**src/rtl/uart_tx_pkg.sv**
```systemverilog
package uart_tx_pkg;
  typedef enum logic [1:0] {
    PAR_NONE = 2'b00,
    PAR_ZERO = 2'b01,
    PAR_ODD  = 2'b10,
    PAR_EVEN = 2'b11
  } par_mode_e;

  typedef struct packed {
    par_mode_e par;
    logic      len8;
    logic      stop2;
  } tx_cfg_t;

  localparam tx_cfg_t CFG_RESET = '{par: PAR_NONE, len8: 1'b1, stop2: 1'b0};
endpackage

```
**src/rtl/uart_tx_cfg.sv**
```systemverilog
module uart_tx_cfg
  import uart_tx_pkg::*;
(
  input  logic       clk,
  input  logic       rst_n,
  input  logic       tx_en,
  input  logic       cfg_we,
  input  logic [1:0] cfg_parity,
  input  logic       cfg_len8,
  input  logic       cfg_stop2,
  output tx_cfg_t    cfg_q
);
  tx_cfg_t cfg_d;
  logic    cfg_ce;

  assign cfg_ce = cfg_we & ~tx_en;

  always_comb begin
    cfg_d       = cfg_q;
    cfg_d.par   = par_mode_e'(cfg_parity);
    cfg_d.len8  = cfg_len8;
    cfg_d.stop2 = cfg_stop2;
  end

  always_ff @(posedge clk or negedge rst_n) begin
    if (!rst_n)      cfg_q <= CFG_RESET;
    else if (cfg_ce) cfg_q <= cfg_d;
  end

  // format frozen while transmit enable is set
  p_cfg_frozen_r9: assert property (@(posedge clk) disable iff (!rst_n)
    tx_en |=> $stable(cfg_q));
endmodule

```
**src/rtl/uart_tx_enable.sv**
```systemverilog
module uart_tx_enable #(
  parameter int ARM_TICKS = 2
) (
  input  logic clk,
  input  logic rst_n,
  input  logic base_tick,
  input  logic en_req,
  output logic active,
  output logic wr_ok
);
  localparam int CW = $clog2(ARM_TICKS + 1);
  localparam logic [CW-1:0] ARM_MAX = CW'(ARM_TICKS);

  logic          act_q, act_d;
  logic          ok_q, ok_d;
  logic          prev_q, prev_d;
  logic [CW-1:0] low_q, low_d;

  always_comb begin
    act_d  = act_q;
    ok_d   = ok_q;
    prev_d = prev_q;
    low_d  = low_q;
    if (base_tick) begin
      prev_d = en_req;
      if (!en_req) begin
        act_d = 1'b0;
        ok_d  = 1'b0;
        if (low_q != ARM_MAX) low_d = low_q + 1'b1;
      end else begin
        low_d = '0;
        if (!act_q && !prev_q && (low_q == ARM_MAX)) act_d = 1'b1;
        if (act_q) ok_d = 1'b1;
      end
    end
  end

  always_ff @(posedge clk or negedge rst_n) begin
    if (!rst_n) begin
      act_q  <= 1'b0;
      ok_q   <= 1'b0;
      prev_q <= 1'b0;
      low_q  <= ARM_MAX;
    end else if (base_tick) begin
      act_q  <= act_d;
      ok_q   <= ok_d;
      prev_q <= prev_d;
      low_q  <= low_d;
    end
  end

  assign active = act_q;
  assign wr_ok  = ok_q;

  // writes open only on a tick after arming
  p_wrok_after_arm_r8: assert property (@(posedge clk) disable iff (!rst_n)
    $rose(wr_ok) |-> $past(active));
  // no arming without a request
  p_arm_needs_req_r5: assert property (@(posedge clk) disable iff (!rst_n)
    $rose(active) |-> $past(en_req));
endmodule

```
**src/rtl/uart_tx_shift.sv**
```systemverilog
module uart_tx_shift
  import uart_tx_pkg::*;
#(
  parameter int DATA_W = 8,
  parameter int OSR    = 16
) (
  input  logic              clk,
  input  logic              rst_n,
  input  logic              base_tick,
  input  logic              active,
  input  logic              load,
  input  logic [DATA_W-1:0] data,
  input  tx_cfg_t           cfg,
  output logic              txd,
  output logic              busy,
  output logic              done
);
  localparam int FRAME_W = DATA_W + 4;
  localparam int BCW     = $clog2(FRAME_W + 1);
  localparam int TCW     = $clog2(OSR);
  localparam logic [TCW-1:0] TICK_LAST = TCW'(OSR - 1);

  logic [FRAME_W-1:0] sh_q, sh_d, frame_c;
  logic [BCW-1:0]     bit_q, bit_d, nb_q, nb_d, nb_c;
  logic [TCW-1:0]     tick_q, tick_d;
  logic               busy_q, busy_d, done_q, done_d;
  logic               par_bit;
  logic [DATA_W-1:0]  masked;
  int                 nd;

  // frame assembly
  always_comb begin
    nd      = cfg.len8 ? DATA_W : DATA_W - 1;
    masked  = '0;
    for (int i = 0; i < DATA_W; i++)
      if (i < nd) masked[i] = data[i];
    unique case (cfg.par)
      PAR_ODD:  par_bit = ~^masked;
      PAR_EVEN: par_bit = ^masked;
      default:  par_bit = 1'b0;
    endcase
    frame_c    = '1;
    frame_c[0] = 1'b0;
    for (int i = 0; i < DATA_W; i++)
      if (i < nd) frame_c[1 + i] = data[i];
    if (cfg.par != PAR_NONE) frame_c[1 + nd] = par_bit;
    nb_c = BCW'(1 + nd + ((cfg.par != PAR_NONE) ? 1 : 0) + (cfg.stop2 ? 2 : 1));
  end

  // sequencing
  always_comb begin
    sh_d   = sh_q;
    bit_d  = bit_q;
    nb_d   = nb_q;
    tick_d = tick_q;
    busy_d = busy_q;
    done_d = 1'b0;
    if (!active) begin
      busy_d = 1'b0;
      sh_d   = '1;
    end else if (load && !busy_q) begin
      sh_d   = frame_c;
      nb_d   = nb_c;
      bit_d  = '0;
      tick_d = '0;
      busy_d = 1'b1;
    end else if (busy_q && base_tick) begin
      if (tick_q == TICK_LAST) begin
        tick_d = '0;
        sh_d   = {1'b1, sh_q[FRAME_W-1:1]};
        if (bit_q == nb_q - 1'b1) begin
          busy_d = 1'b0;
          done_d = 1'b1;
        end else begin
          bit_d = bit_q + 1'b1;
        end
      end else begin
        tick_d = tick_q + 1'b1;
      end
    end
  end

  always_ff @(posedge clk or negedge rst_n) begin
    if (!rst_n) begin
      sh_q   <= '1;
      bit_q  <= '0;
      nb_q   <= '0;
      tick_q <= '0;
      busy_q <= 1'b0;
      done_q <= 1'b0;
    end else begin
      sh_q   <= sh_d;
      bit_q  <= bit_d;
      nb_q   <= nb_d;
      tick_q <= tick_d;
      busy_q <= busy_d;
      done_q <= done_d;
    end
  end

  assign txd  = busy_q ? sh_q[0] : 1'b1;
  assign busy = busy_q;
  assign done = done_q;

  // a frame opens with a low start bit
  p_start_low_r1: assert property (@(posedge clk) disable iff (!rst_n)
    $rose(busy) |-> !txd);
  // done is a single pulse at the end of a frame
  p_done_single_r10: assert property (@(posedge clk) disable iff (!rst_n)
    done |=> !done);
  p_done_ends_frame_r10: assert property (@(posedge clk) disable iff (!rst_n)
    done |-> (!busy && $past(busy)));
  // the shift register holds its content between ticks while busy
  p_hold_between_ticks_r11: assert property (@(posedge clk) disable iff (!rst_n)
    (busy && !base_tick && active) |=> $stable(sh_q));
endmodule

```
**src/rtl/uart_tx_core.sv**
```systemverilog
module uart_tx_core
  import uart_tx_pkg::*;
#(
  parameter int DATA_W    = 8,
  parameter int OSR       = 16,
  parameter int ARM_TICKS = 2
) (
  input  logic              clk,
  input  logic              rst_n,
  input  logic              base_tick,
  input  logic              power_en,
  input  logic              tx_en,
  input  logic              cfg_we,
  input  logic [1:0]        cfg_parity,
  input  logic              cfg_len8,
  input  logic              cfg_stop2,
  input  logic              wr_valid,
  input  logic [DATA_W-1:0] wr_data,
  output logic              txd,
  output logic              busy,
  output logic              done
);
  tx_cfg_t cfg_q;
  logic    en_req, active, wr_ok, load;

  assign en_req = power_en & tx_en;
  assign load   = wr_valid & wr_ok;

  uart_tx_cfg u_cfg (
    .clk        (clk),
    .rst_n      (rst_n),
    .tx_en      (tx_en),
    .cfg_we     (cfg_we),
    .cfg_parity (cfg_parity),
    .cfg_len8   (cfg_len8),
    .cfg_stop2  (cfg_stop2),
    .cfg_q      (cfg_q)
  );

  uart_tx_enable #(.ARM_TICKS(ARM_TICKS)) u_en (
    .clk       (clk),
    .rst_n     (rst_n),
    .base_tick (base_tick),
    .en_req    (en_req),
    .active    (active),
    .wr_ok     (wr_ok)
  );

  uart_tx_shift #(.DATA_W(DATA_W), .OSR(OSR)) u_sh (
    .clk       (clk),
    .rst_n     (rst_n),
    .base_tick (base_tick),
    .active    (active),
    .load      (load),
    .data      (wr_data),
    .cfg       (cfg_q),
    .txd       (txd),
    .busy      (busy),
    .done      (done)
  );

  // line idles high
  p_idle_high_r1: assert property (@(posedge clk) disable iff (!rst_n)
    !busy |-> txd);
  // losing the armed state ends any frame
  p_abort_r6: assert property (@(posedge clk) disable iff (!rst_n)
    !active |=> (!busy && !done));
endmodule

```
**config.mk**
```make
export PLATFORM = sky130hd
export DESIGN_NAME = uart_tx_core
export DESIGN_NICKNAME = d
export VERILOG_FILES = /design/src/rtl/uart_tx_pkg.sv /design/src/rtl/uart_tx_cfg.sv /design/src/rtl/uart_tx_enable.sv /design/src/rtl/uart_tx_shift.sv /design/src/rtl/uart_tx_core.sv
export SDC_FILE = /design/constraint.sdc
export NUM_CORES = 1
export LEC_CHECK = 0
export BUFFER_PORTS_ARGS = -buffer_cell sky130_fd_sc_hd__buf_2
export CAP_MARGIN = 20
export CORE_MARGIN = 4
export CORE_UTILIZATION = 25
export DETAILED_ROUTE_END_ITERATION = 16
export SLEW_MARGIN = 10
export SYNTH_ARGS = -nofsm -noshare
export SYNTH_HDL_FRONTEND = slang
export SYNTH_SLANG_ARGS = --single-unit
```
**constraint.sdc**
```tcl
create_clock -name clk -period 2.75 [get_ports clk]
set_input_delay 0.1375 -clock clk [delete_from_list [all_inputs] [get_ports clk]]
set_output_delay 0.1375 -clock clk [all_outputs]
set_load 0.005 [all_outputs]
```
## Word level (Yosys, flattened, before mapping)

Index checks and enable logic that the tools add are counted.

- Eq/ne operators: 12
- Div/mod/pow operators: 0
- Multiply operators: 0
- Bitwise operators: 4
- Add/sub/neg operators: 7
- Reduce and logical (&&, ||, !) cells: 22
- Magnitude comparators: 10
- Multiplexer cells: 52
- Shift-type cells: 0

Operators with widths:

| operator | count |
|---|---|
| $lt 4x32->1 const A | 4 |
| $lt 3x32->1 const A | 2 |
| $mux 12 | 5 |
| $mux 1 | 33 |
| $ge 32x1->1 const B | 1 |
| $lt 1x32->1 const A | 1 |
| $lt 2x32->1 const A | 1 |
| $lt 32x6->1 const B | 1 |
| $mux 4 | 8 |
| $bwmux 12 | 1 |
| $reduce_and 2->1 | 6 |
| $ne 3x1->1 const B | 3 |
| $add 4x1->4 const B | 2 |
| $add 4x4->4 | 2 |
| $reduce_bool 2->1 | 4 |
| $reduce_xnor 8->1 | 1 |
| $reduce_xor 8->1 | 1 |
| $eq 2x2->1 const B | 3 |
| $mux 2 | 3 |
| $ne 2x2->1 const B | 3 |
| $add 1x4->5 const A | 1 |
| $logic_and 1x1->1 | 5 |
| $demux 1 s4 | 1 |
| $eq 4x4->1 | 1 |
| 10 further kinds | 14 |

- Memories kept: 0
- Bits in writable memories: 0
- Input port bits: 19
- Logic and storage cells: 120
- Flip-flop bits (word level): 35
- Bits in read-only memories: 0
- Output and inout port bits: 3
- Bits in latches: 0

## Logic depth before layout (Yosys ltp)

Gate-level depths: netlist of the first run.

- Depth in word-level cells: 10
- Mapped depth: 7
- Mapped depth without buffers: 7

## Hierarchy

A second synthesis of the first run with hierarchy kept.

- Cell total of the unflattened synthesis: 185
- Area, all modules: 1,880.6 µm²

By module, submodules not included:

| module | sequential area each (µm²) | instances | area each (µm²) | cells each |
|---|---|---|---|---|
| uart_tx_shift | 613.1 | 1 | 1,456.4 | 153 |
| uart_tx_enable | 126.4 | 1 | 236.5 | 21 |
| uart_tx_cfg | 101.3 | 1 | 175.2 | 9 |
| uart_tx_core | 0.0 | 1 | 12.5 | 2 |

## Worst setup path before layout of the first run

Ideal clock, no wire load.

- Path kind: reg2reg
- Start point: register u_sh.nb_q[0]
- End point: register u_sh.bit_q[3]
- Period minus slack after synthesis: 1.828 ns
- Cell stages (with the launch flop): 8
- Data required time: 2.672 ns
- Library setup time: 0.078 ns
- Data arrival time: 1.750 ns
- Path slack: 0.922 ns
- Path buffers: 0
- Cell sequence: dfrtp_1 -> inv_1 -> ha_1 -> xor3_2 -> nor3_1 -> a211o_1 -> or3_1 -> a21oi_1

- Word-level cells in the longest chain between the ends: 4

Ends and longest elaborated chain:

| item | RTL line | RTL |
|---|---|---|
| from (decl) | uart_tx_shift.sv:24 | `logic [BCW-1:0] bit_q, bit_d, nb_q, nb_d, nb_c;` |
| from (signal assigned) | uart_tx_shift.sv:94 | `nb_q <= nb_d;` |
| $sub 4x1->4 | uart_tx_shift.sv:71 | `if (bit_q == nb_q - 1'b1) begin` |
| $eq 4x4->1 | uart_tx_shift.sv:71 |  |
| $ne 2x1->1 (no source line) | -- |  |
| $reduce_and 4->1 (no source line) | -- |  |
| to (signal assigned) | uart_tx_shift.sv:93 | `bit_q <= bit_d;` |
| to (decl) | uart_tx_shift.sv:24 |  |

No other way between the ends.
A chain may end at the register's enable or synchronous reset.

## Worst setup path after layout of the first run

- Start point: register u_sh.busy_q, in the netlist u_sh.busy
- End point: register u_sh.bit_q[3]

- Word-level cells in the longest chain between the ends: 4
- Elaborated cells between the ends (all ways): 8
- Those cells by class: 1 x eq/ne; 1 x mux; 6 x reduce/logical

Ends and longest elaborated chain:

| item | RTL line | RTL |
|---|---|---|
| from (decl) | uart_tx_shift.sv:26 | `logic busy_q, busy_d, done_q, done_d;` |
| from (signal assigned) | uart_tx_shift.sv:96 | `busy_q <= busy_d;` |
| $logic_not 1->1 | uart_tx_shift.sv:61 | `end else if (load && !busy_q) begin` |
| $logic_and 1x1->1 | uart_tx_shift.sv:61 |  |
| $ne 2x1->1 (no source line) / $reduce_bool 2->1 (equally long branches) | -- |  |
| $reduce_and 4->1 (no source line) | -- |  |

Several ways; a longest one is shown, not always the timed one.

==> results.md, run 1 <==
- The flow ran to the end, and the final reports show no timing, DRC or antenna violations.
- Once layout is complete, the utilization of the core stands at 30.3%.
- The HPWL after detailed placement is 2670 um.
- In this run, flip-flops and latches consume around 47% of the power.
- The fill cell instance count of the final layout is 740.
- The pre-antenna-repair detailed-routing pass consisted of 4 iterations.
- The net count of the mapped netlist is 208.
- The proportion of power drawn by the clock network is 27.3%.
- STA classifies the critical path endpoint as a flop.
- For the worst setup path, the data required time is 2.96 ns.
- The number of nets in the final layout is 232.
- The met2 layer wire length in the routed design is 1700 um.
- The maximum clock skew at final layout is 0.00525 ns.
- The final-report setup violation count is 0.
- The number of buffers on the longest clock path is 2.
- The hold buffer count at CTS is 1.
- The clock tree from TritonCTS is built.
- The worst setup path is launched from a flop.
- Clock-pin slew was measured on the worst setup and hold paths at 0.07 ns.
- The horizontal die dimension is 92.1 um.
- The slew at the pin closest to its max-slew limit is 0.722 ns.
- The CTS buffer count is 5.
- Along the worst path, the maximum fanout reaches 11.
- Setup repair after global routing left no endpoint under its margin.
- The global route total overflow is 0.
- The boundary pin count is 22.
- The die is 92.1 um tall.
- The most common cell in the synthesized netlist is nand2_1.
- Once detail routing completed, the nets flagged for antenna violations numbered 0.
- After synthesis, the largest area contributor takes up a little under 30% of total cell area.
- The number of placed instances, taps included is 295.
- Wires add up to ~3700 um.
- For this configuration, the core starts out at a cell density of about 26%.
- The final hold violation count is 0.
- Dividing the detail-routed wire length by the instance count gives 12.3 um.
- In this run the number of H-tree levels came out at 2.
- The static leakage is 0.964 nW.
- The number of max-capacitance violations reported is 0.
- The number of pins with negative max-slew slack in the final report is 0.
- In this design, the stage delay of the slowest critical-path cell is 0.46 ns.
- Counting instances in the post-synthesis netlist gives the leading cell types as nand2_1 (32), dfrtp_1 (21), o21ai_0 (18).
- The number of standard cells after synthesis is 183.
- The multi-input combinational cells in the finished layout cover a total of 870 um2.
- The final hold slack is 0.0838 ns.
- For this run, asynchronously set or reset flops after synthesis account for 100%.
- The number of synthesized flops with an enable pin is 0.
- During placement, the flow inserted port buffers numbering 21.
- The internal portion of the total power is 891 uW.
- The number of synthesized register bits is 33.
- A synthesized cell averages roughly 9.7 um2.
- Synthesis instantiated 40 different standard cells from the library.
- For this block, the via count after detailed routing is 1,391.
- The worst pin sits at a relative slew slack of 51.9%.
- The worst min-delay path class is primary input to flop.
- The post-route netlist has between 20 and 25% of its cells at a drive strength greater than 1.
- The critical path is of the flop to flop type.
- The synthesis-to-finish area growth is 17.0%.
- At the later pin of the worst-skew pair, clock insertion delay measures approximately 0.28 ns.
- Traced cell by cell, the critical path runs through and3b_1 > o21ai_1 > a211o_1 > or3_1 > a21oi_1.
- After floorplanning, the core was sized to cover between 6000 and 7000 um2.
- The largest individual stage delay along the critical path comes from the cell and3b_1.
- After synthesis, flip-flops and latches occupy between 40% and 50% of the total area.
- The least setup slack across all paths after layout is 0.728 ns.
- The number of rows in the core area is 30.
- The post-detailed-route via-to-cell ratio is 4.58.
- The smallest clock period supported by the final layout is computed as 2.02 ns.
- At the worst endpoint, the arrival time is 2.23 ns.
- The all-layer global routing usage is 9.95%.
- The maximum vdd ir drop is between 300 and 400 uV.
- The detailed router used layers up to and including met4.
- Static timing analysis puts the maximum clock frequency at 495 MHz.
- The initial detailed-routing violation count is 72.
- The total power draw is 1.28 mW.
- The filler-free cell count of the finished design is 304.
- The power spent charging and discharging nets is between 300 and 400 uW.
- The die footprint is between 8000 and 9000 um2.
- The switching power share of the total is 30.1%.
- OpenSTA, run right after detailed placement, puts the worst setup slack at around 0.74 ns.
- Adding up every negative setup slack in the final design gives 0 ns.
- With fillers left out, the area of the finished cells amounts to 2070 um2.
- The global placer's final weighted congestion is approximately 0.78.
- The initial antenna violation count is 0.
- The prevailing post-synth register cell is dfrtp_1.
- The repair_antennas step left the layout with diodes totalling 0.
- For this design the ratio of total power to cell area is 617 nW/um2.
- After clock tree synthesis, the setup repair step added 0 buffers.
- The number of clock sinks is 33.
- The first global-routing pass estimated 6750 um of wire.
- The total number of yosys warnings is 0.
- Combinational logic is responsible for 25.6% of the overall power.
- The buffer cell driving the clock tree root is clkbuf_8.
- The area used by sequential logic in the layout is 841 um2.
- The final clock period utilization by the worst path is roughly three quarters.
- dfrtp_1 takes more of the synthesized area than any other cell.
- The placed instances occupy a cell area of about 2000 um2.
- The pin count of the biggest net entering global routing is 34.
- The routed length on met1 is around 1800 um.
- The number of remaining DRC errors is 0.
- The routed design uses 165 um of met3 wire.
- The via count of the first global-routing pass is roughly 1,500.
- After synthesis, the cell types taking the most area are dfrtp_1 (30%), dfstp_2 (18%), nand2_1 (6.8%).
- The post-synthesis instance area is 1770 um2.
- Post-CTS repair changed the size of 0 cells.
-- layout by cell type (no fill, tap or decap), types with 2 or more instances in the layout --
cell type	instances
a21oi_1	6
nor2_1	8
xor2_1	3
o21ai_0	18
ha_1	5
mux2_2	4
clkbuf_1	2
dfrtp_1	21
inv_1	7
buf_4	2
buf_2	21
a21o_1	3
a31oi_1	2
nand2_1	32
clkbuf_8	5
mux2i_1	3
and3_1	9
dfstp_2	12
nand2b_1	2
o31ai_1	3
nand3_1	10
nor3_1	3
xnor2_1	7
-- power by group through the flow --
stage                     Clock [mW]  Sequential [mW]  Combinational [mW]
after detailed placement           0            0.609               0.329
final                          0.348            0.601               0.326
after global placement             0            0.607               0.313
after floorplan                    0            0.595               0.251
after CTS                      0.359            0.602               0.334
after global routing           0.387            0.611               0.375
-- worst max-delay path, delay by kind of cell (launching register included) --
family	cells	cell delay (ns)
simple gates	2	0.81
compound gates	3	0.71
flops	1	0.43
-- state kept, by name, summed over array words and instances (netlist names) --
name and cells:
u_cfg.cfg_q 4, u_sh.nb_q 4, u_en.wr_ok 1, u_sh.tick_q 4, u_sh.busy 1, u_en.prev_q 1, u_en.low_q 2, u_sh.sh_q 10
u_sh.done 1, u_sh.bit_q 4, u_en.active 1
-- cell families (layout without fill, tap and decap cells) --
group | after synthesis | after routing | synth area share [%]
and+or+nand+nor | 70 | 70 | 18.4
AOI/OAI and AO/OA | 41 | 41 | 14.2
DFF | 33 | 33 | 47.6
buffers and inverters | 14 | 39 | 3.26
xor gates and xnor gates | 12 | 12 | 7.64
muxes | 7 | 7 | 4.25
adders and majority gates | 6 | 6 | 4.67
-- metal layers --
metal  GRT usage, %  vias to the layer above
met5              0                        -
met2           15.5                       25
met4           3.34                        0
met1           13.1                      675
met3           3.04                        6
li1               -                      685
-- layout make-up --
| cell class | instances | area share, % |
|---|---|---|
| multi-input combinational | 136 | 42.0 |
| sequential | 33 | 40.7 |
| timing repair buffer | 24 | 6.29 |
| tap | 96 | 5.81 |
| clock buffer | 7 | 3.69 |
| inverter | 7 | 1.27 |
| clock inverter | 1 | 0.242 |
-- worst paths after layout --
path | slack [ns] | endpoint | cells after the start | from
min in group asynchronous | 0.46 | u_sh.bit_q[3]$_DFFE_PN0P_ | 2 | rst_n
worst min-delay path | 0.08 | u_cfg.cfg_q[0]$_DFFE_PN0P_ | 2 | cfg_stop2
worst min register to register | 0.48 | u_en.low_q[1]$_DFFE_PN1P_ | 2 | u_en.low_q[1]$_DFFE_PN1P_
worst max register to register | 0.73 | u_sh.bit_q[3]$_DFFE_PN0P_ | 5 | u_sh.busy$_DFFE_PN0P_
worst max-delay path | 0.73 | u_sh.bit_q[3]$_DFFE_PN0P_ | 5 | u_sh.busy$_DFFE_PN0P_
max in group asynchronous | 1.83 | u_sh.tick_q[3]$_DFFE_PN0P_ | 2 | rst_n
Note: power is estimated with default switching activity, not from simulation.
==> run 2, diff against run 1 <==
- clock period: 2.75 -> 2 ns (I/O delays scaled with it)
==> results.md, run 2 (synthesis gave the netlist of run 1 again) <==
- The run finished with clean final reports.
- The worst path in the final design needs a cycle of 1.92 ns, including I/O delays and setup.
- The final-layout setup total negative slack is 0 ns.
- The path class of the tightest hold or removal check is primary input to flop.
- The worst setup path is captured at a flop.
- The sequential fraction of design power is a little under half.
- The number of nets in the final layout is approximately 240.
- Data on the critical path arrives at its endpoint at 2.12 ns.
- The number of buffer cells added on primary ports is 21.
- The boundary pin count is 22.
- The synthesis-to-finish area growth is 19.7%.
- The tree is rooted in a clkbuf_8.
- The initial antenna violation count was 0.
- In the layout the commonest cells are nand2_1 (32), buf_2 (21), dfrtp_1 (21), o21ai_0 (18), dfstp_2 (12).
- STA classifies the critical path startpoint as a flop.
- After detailed routing, the number of vias per cell comes to 4.47.
- Once placement finished, the instance area stood at 2020 um2.
- The floorplan step defined a die boundary enclosing 8480 um2.
- Counting flops per register, the top entry is u_sh.sh_q.
- The total inserted antenna cells is 0.
- The maximum achievable frequency is about 520 MHz.
- The number of rows in the core area is 30.
- The most common library cell in the layout ignoring fill and taps is nand2_1.
- The total area inside the core boundary comes to 6830 um2.
- Global routing used 9.76% of the available tracks.
- The final hold violation count is 0.
- The largest fanout on the critical path is 5.
- The worst path uses a little over nine tenths of the clock period.
- On the final layout, the worst clock skew is 0.00207 ns.
- The horizontal die dimension is 92.1 um.
- In this run the static leakage power is roughly 1 nW.
- The count of nets left with antenna violations once routing finished came out at 0.
- The detailed router finished its first iteration with 73 violations.
- For the worst setup path, the data required time is 2.21 ns.
- The slew at the pin closest to its max-slew limit is 0.731 ns.
- The first TritonRoute pass finished after 4 iterations.
- Buffers added to address setup during post-CTS repair amount to 0.
- The number of buffers on the longest clock path is 2.
- TritonCTS created 5 clock buffers.
- The routed layout has 1,385 vias.
- For this design the ratio of total power to cell area is between 800 and 900 nW/um2.
- CTS saw 33 sinks.
- In this run the power spent charging and discharging nets is 528 uW.
- The number of pins with negative max-slew slack in the final report is 0.
- After detailed routing, the average wire length per cell comes to 11.9 um.
- The relative slew slack is 51.3%.
- The proportion of power drawn by the clock network is 26.8%.
- The number of max-capacitance violations reported is 0.
- The initial core utilization is 25.9%.
- After routing the design area is 2120 um2.
- The HPWL reported at the end of detailed placement is approximately 2800 um.
- The internal reg-to-reg setup slack is between 0.08 and 0.09 ns.
- The clock tree from TritonCTS is built.
- The number of levels the H-tree was split into is 2.
- The congestion estimate from routability-driven global placement came to approximately 0.78.
- Cell internal power was estimated by the tool at between 1 and 1.5 mW.
- The global route total overflow is 0.
- From bottom edge to top edge, the die measures slightly above 90 um.
- The final core utilization is 31.0%.
- The register with the most flip-flops in the layout has 10 of them.
- The switching power share of the total is 29.9%.
- Across the VDD grid, the largest voltage drop is 484 uV.
- The clock slew seen by the registers of the worst setup and hold paths is 0.06 ns.
- The fraction of final layout cells with drive strength greater than 1 is 24.8%.
- The first global-routing pass estimated about 6700 um of wire.
- By startpoint and endpoint, the worst setup path is classified as flop to flop.
- Wires add up to 3700 um.
- The final-report setup violation count is 0.
- The via count of the first global-routing pass is 1,428.
- The pin count of the biggest net entering global routing is 34.
- Combinational logic burns 26.3% of the power.
- The number of remaining DRC errors is 0.
- The insertion delay to the later sink of the worst-skew pair is 0.28 ns.
## run 2: changes by cell type in the layout (fill, tap and decap cells not counted), sizes merged
cell    change
buf         +6
clkbuf      +1
clkinv      -1
## run 2: final cells by class
class | instances | area (um2)
sequential | 33 | 841
tap | 96 | 120
fill | 738 | 4710
clock buffer | 8 | 80.1
timing repair buffer | 30 | 175
inverter | 7 | 26.3
multi-input combinational | 136 | 875
## run 2: timing repair
item,CTS,global route
resized for setup,0,1
hold endpoints to repair,21,0
setup endpoints to repair,0,3
hold buffers,1,0
## run 2: through the flow
stage / setup WS (ns) / power, mW / instances / hold slack, ns
2_1_floorplan: 0.172 / 1.16 / 183 / -0.196
3_3_place_gp: 0.123 / 1.28 / 301 / 0.218
3_5_place_dp: 0.0454 / 1.30 / 301 / 0.216
4_1_cts: 0.0247 / 1.79 / 310 / 0.0407
5_1_grt: -0.00129 / 1.90 / 310 / 0.0476
6_report: 0.0810 / 1.77 / 310 / 0.0514
## run 2: layer usage
| metal | track usage, % | part of all wire [%] |
|---|---|---|
| met1 | 13.2 | 52 |
| met2 | 14.7 | 44 |
| met3 | 2.95 | 3.4 |
| met4 | 3.34 | 0.73 |
| met5 | 0 | 0 |
## run 2: path summary, 6_finish.rpt
check	startpoint	to	cells past startpoint
min	cfg_stop2	u_cfg.cfg_q[0]$_DFFE_PN0P_	2
max reg2reg	u_sh.nb_q[0]$_DFFE_PN0P_	u_sh.bit_q[3]$_DFFE_PN0P_	7
max	u_sh.nb_q[0]$_DFFE_PN0P_	u_sh.bit_q[3]$_DFFE_PN0P_	7
min reg2reg	u_en.low_q[1]$_DFFE_PN1P_	u_en.low_q[1]$_DFFE_PN1P_	2
max in group asynchronous	rst_n	u_sh.nb_q[0]$_DFFE_PN0P_	2
min in group asynchronous	rst_n	u_sh.tick_q[2]$_DFFE_PN0P_	2
## run 2: worst max-delay path, stage by stage (launching register included)
cell and delay (ns):
dfrtp_1 0.39, inv_1 0.06, ha_1 0.20, xor3_2 0.31
nor3_2 0.05, a211o_1 0.32, or3_1 0.36, a21oi_1 0.15
## run 2: power by group through the flow
| stage | registers (mW) | logic, mW | clock network [mW] |
|---|---|---|---|
| finish | 0.829 | 0.465 | 0.474 |
| floorplan | 0.818 | 0.345 | 0 |
| detailed placement | 0.839 | 0.459 | 0 |
| CTS | 0.830 | 0.464 | 0.495 |
| global route | 0.841 | 0.527 | 0.530 |
| global placement | 0.839 | 0.443 | 0 |
==> run 3, diff against run 2 <==
- CAP_MARGIN: 20 -> not set
- clock period: 2 -> 2.1 ns (I/O delays scaled with it)
==> results.md, run 3 (synthesis gave the netlist of run 1 again) <==
- The most flop-heavy register is u_sh.sh_q.
- TritonCTS built the clock tree.
- The number of buffer cells added on primary ports is 21.
- The clock slew seen by the registers of the worst setup and hold paths is 0.07 ns.
- The insertion delay to the later sink of the worst-skew pair is between 0.2 and 0.3 ns.
- For this run, the slowest stage of the critical path takes 0.35 ns.
- The post-detailed-route via-to-cell ratio is ~4.6.
- The HPWL reported at the end of detailed placement is 2730 um.
- The worst min-delay path class is primary input to flop.
- The number of rows in the core area is 30.
- The sort of element at the end of the critical path is a flop.
- The number of gates given a new drive strength after cts is 0.
- The library cells used most frequently in the layout, excluding fill and tap cells, are nand2_1 (32), buf_2 (21), dfrtp_1 (21), o21ai_0 (18), dfstp_2 (12).
- The number of pins with negative max-slew slack in the final report is 0.
- The critical path in this run is classified as flop to flop.
- The via count of the first global-routing pass is roughly 1,400.
- Setup repair after global routing left no endpoint under its margin.
- The initial core utilization is 25.9%.
- The routed length on met1 is roughly 1800 um.
- The die footprint is 8480 um2.
- The run finished with clean final reports.
- The global-route wire length before repair is 6490 um.
- The finished layout holds ~310 standard cells, fillers aside.
- The boundary pin count is 22.
- The power per cell area is 817 nW/um2.
- Static timing analysis puts the maximum clock frequency at 525 MHz.
- After layout, the worst path uses 90.7% of the clock period.
- The maximum clock skew at final layout is ~0.0036 ns.
- Buffers inserted during clock tree synthesis total 5.
- The routed design could run at a clock period as short as 1.91 ns.
- The net count of the finished layout is around 240.
- The required time reported for the critical path endpoint is 2.31 ns.
- The final hold slack is approximately 0.032 ns.
- The fraction of final layout cells with drive strength greater than 1 is 24.4%.
- The vertical die dimension is 92.1 um.
- The final-report setup violation count is 0.
- The library cell used most frequently in the layout, excluding fill and tap cells, is nand2_1.
- The clock tree synthesis step divided the H-tree into 2 levels.
- The initial detailed-routing violation count is 43.
- The area used by sequential logic in the layout is approximately 840 um2.
- The met2 layer wire length in the routed design is 1690 um.
- Counting the fill cells in the layout gives 755.
- Global routing used roughly a tenth of the available tracks across all layers.
- The synthesis-to-finish area growth is 19.6%.
- The pin count of the biggest net entering global routing is 34.
- At the pin with the least slew margin, the transition time is approximately 0.75 ns.
- Wire segments on met3 add up to around 180 um in the final route.
- The number of clock sinks is 33.
- Data arrives at the worst endpoint at 2.12 ns.
- The slowest cell on the critical path is dfrtp_1.
- The global placer's final weighted congestion is 0.780.
- The number of remaining DRC errors is 0.
- The tree is rooted in a clkbuf_8.
- The final-layout setup total negative slack is 0 ns.
- The global route total overflow is 0.
- The number of buffers on the longest clock path is 2.
- The core region is 6830 um2.
- The initial antenna violation count is 0.
- The number of placed instances, taps included is 299.
- The number of max-capacitance violations reported is 0.
- Walking the worst path, the cells encountered are inv_1 > ha_1 > xor3_2 > nor3_1 > a211o_1 > or3_1 > a21oi_1.
- 0 antenna diodes ended up in the layout.
- The flip-flop count of the largest register after layout is 10.
- In the final routed layout, each cell accounts on average for approximately 12 um.
- The count of vias placed by the detailed router is about 1,400.
- The first detailed-routing pass took 4 iterations.
- The count of nets left with antenna violations once routing finished came out at 0.
- The horizontal die dimension is just over 90 um.
- The maximum vdd ir drop is 374 uV.
- The worst pin sits at a relative slew slack of 50.1%.
- The uppermost signal routing layer after detailed routing is met4.
- The worst setup path is launched from a flop.
- Summing all multi-input logic gate instances after layout gives 870 um2.
- The static leakage is 0.991 nW.
- Wires add up to 3710 um.
- The final hold violation count is 0.
- In this run the worst path has a maximum fanout of 5.
run 3: changes by cell type in the layout (fill, tap and decap cells not counted):
| cell | change |
|---|---|
| buf_4 | -1 |
| clkbuf_1 | -1 |
| clkbuf_8 | +1 |
| nor3_1 | +1 |
| nor3_2 | -1 |
run 3: report_power, final:
part	internal, mW	switching [mW]
Clock	0.267	0.229
Combinational	0.226	0.223
Sequential	0.723	0.0598
run 3: path summary, 6_finish.rpt:
check / startpoint / endpoint / slack [ns] / depth (start not counted)
max in group asynchronous: rst_n / u_sh.busy$_DFFE_PN0P_ / 1.19 / 2
min in group asynchronous: rst_n / u_sh.tick_q[3]$_DFFE_PN0P_ / 0.43 / 2
min: cfg_len8 / u_cfg.cfg_q[1]$_DFFE_PN1P_ / 0.03 / 3
max reg2reg: u_sh.nb_q[0]$_DFFE_PN0P_ / u_sh.bit_q[3]$_DFFE_PN0P_ / 0.19 / 7
min reg2reg: u_en.low_q[1]$_DFFE_PN1P_ / u_en.low_q[1]$_DFFE_PN1P_ / 0.49 / 2
max: u_sh.nb_q[0]$_DFFE_PN0P_ / u_sh.bit_q[3]$_DFFE_PN0P_ / 0.19 / 7
run 3: layout make-up:
cell class | count | area share, %
Multi-Input combinational cell | 136 | 41.1
Sequential cell | 33 | 39.8
Tap cell | 96 | 5.68
Inverter | 7 | 1.24
Timing Repair Buffer | 29 | 7.93
Clock buffer | 8 | 4.26
run 3: stage by stage:
| stage | setup slack, ns | area, um2 | utilization [%] | power [mW] |
|---|---|---|---|---|
| after floorplan | 0.272 | 1770 | - | 1.11 |
| after global placement | 0.233 | 2010 | 29.4 | 1.21 |
| after detailed placement | 0.119 | 2010 | 29.4 | 1.24 |
| after CTS | 0.113 | 2110 | 30.8 | 1.74 |
| after global routing | 0.0761 | 2110 | 31.0 | 1.85 |
| final | 0.195 | 2110 | 31.0 | 1.73 |
run 3: per-layer routing:
metal  track usage, %  up-vias
met2             14.7       26
met4             3.34        0
met5                0        -
li1                 -      695
met3             2.79        8
met1             12.5      677
run 3: what timing repair did:
item	4_1_cts	5_1_grt
hold buffers	1	0
setup buffers	0	1
hold endpoints to repair	21	0
setup endpoints to repair	0	1
run 3: worst max-delay path: cells and delay by family (launching register included):
kind | cells | cell delay, ns
AO/OA/AOI/OAI | 2 | 0.49
XOR/XNOR | 1 | 0.30
adder cells (fa/ha/maj) | 1 | 0.21
buffers and inverters | 1 | 0.05
flip-flops | 1 | 0.35
AND/OR/NAND/NOR | 2 | 0.42
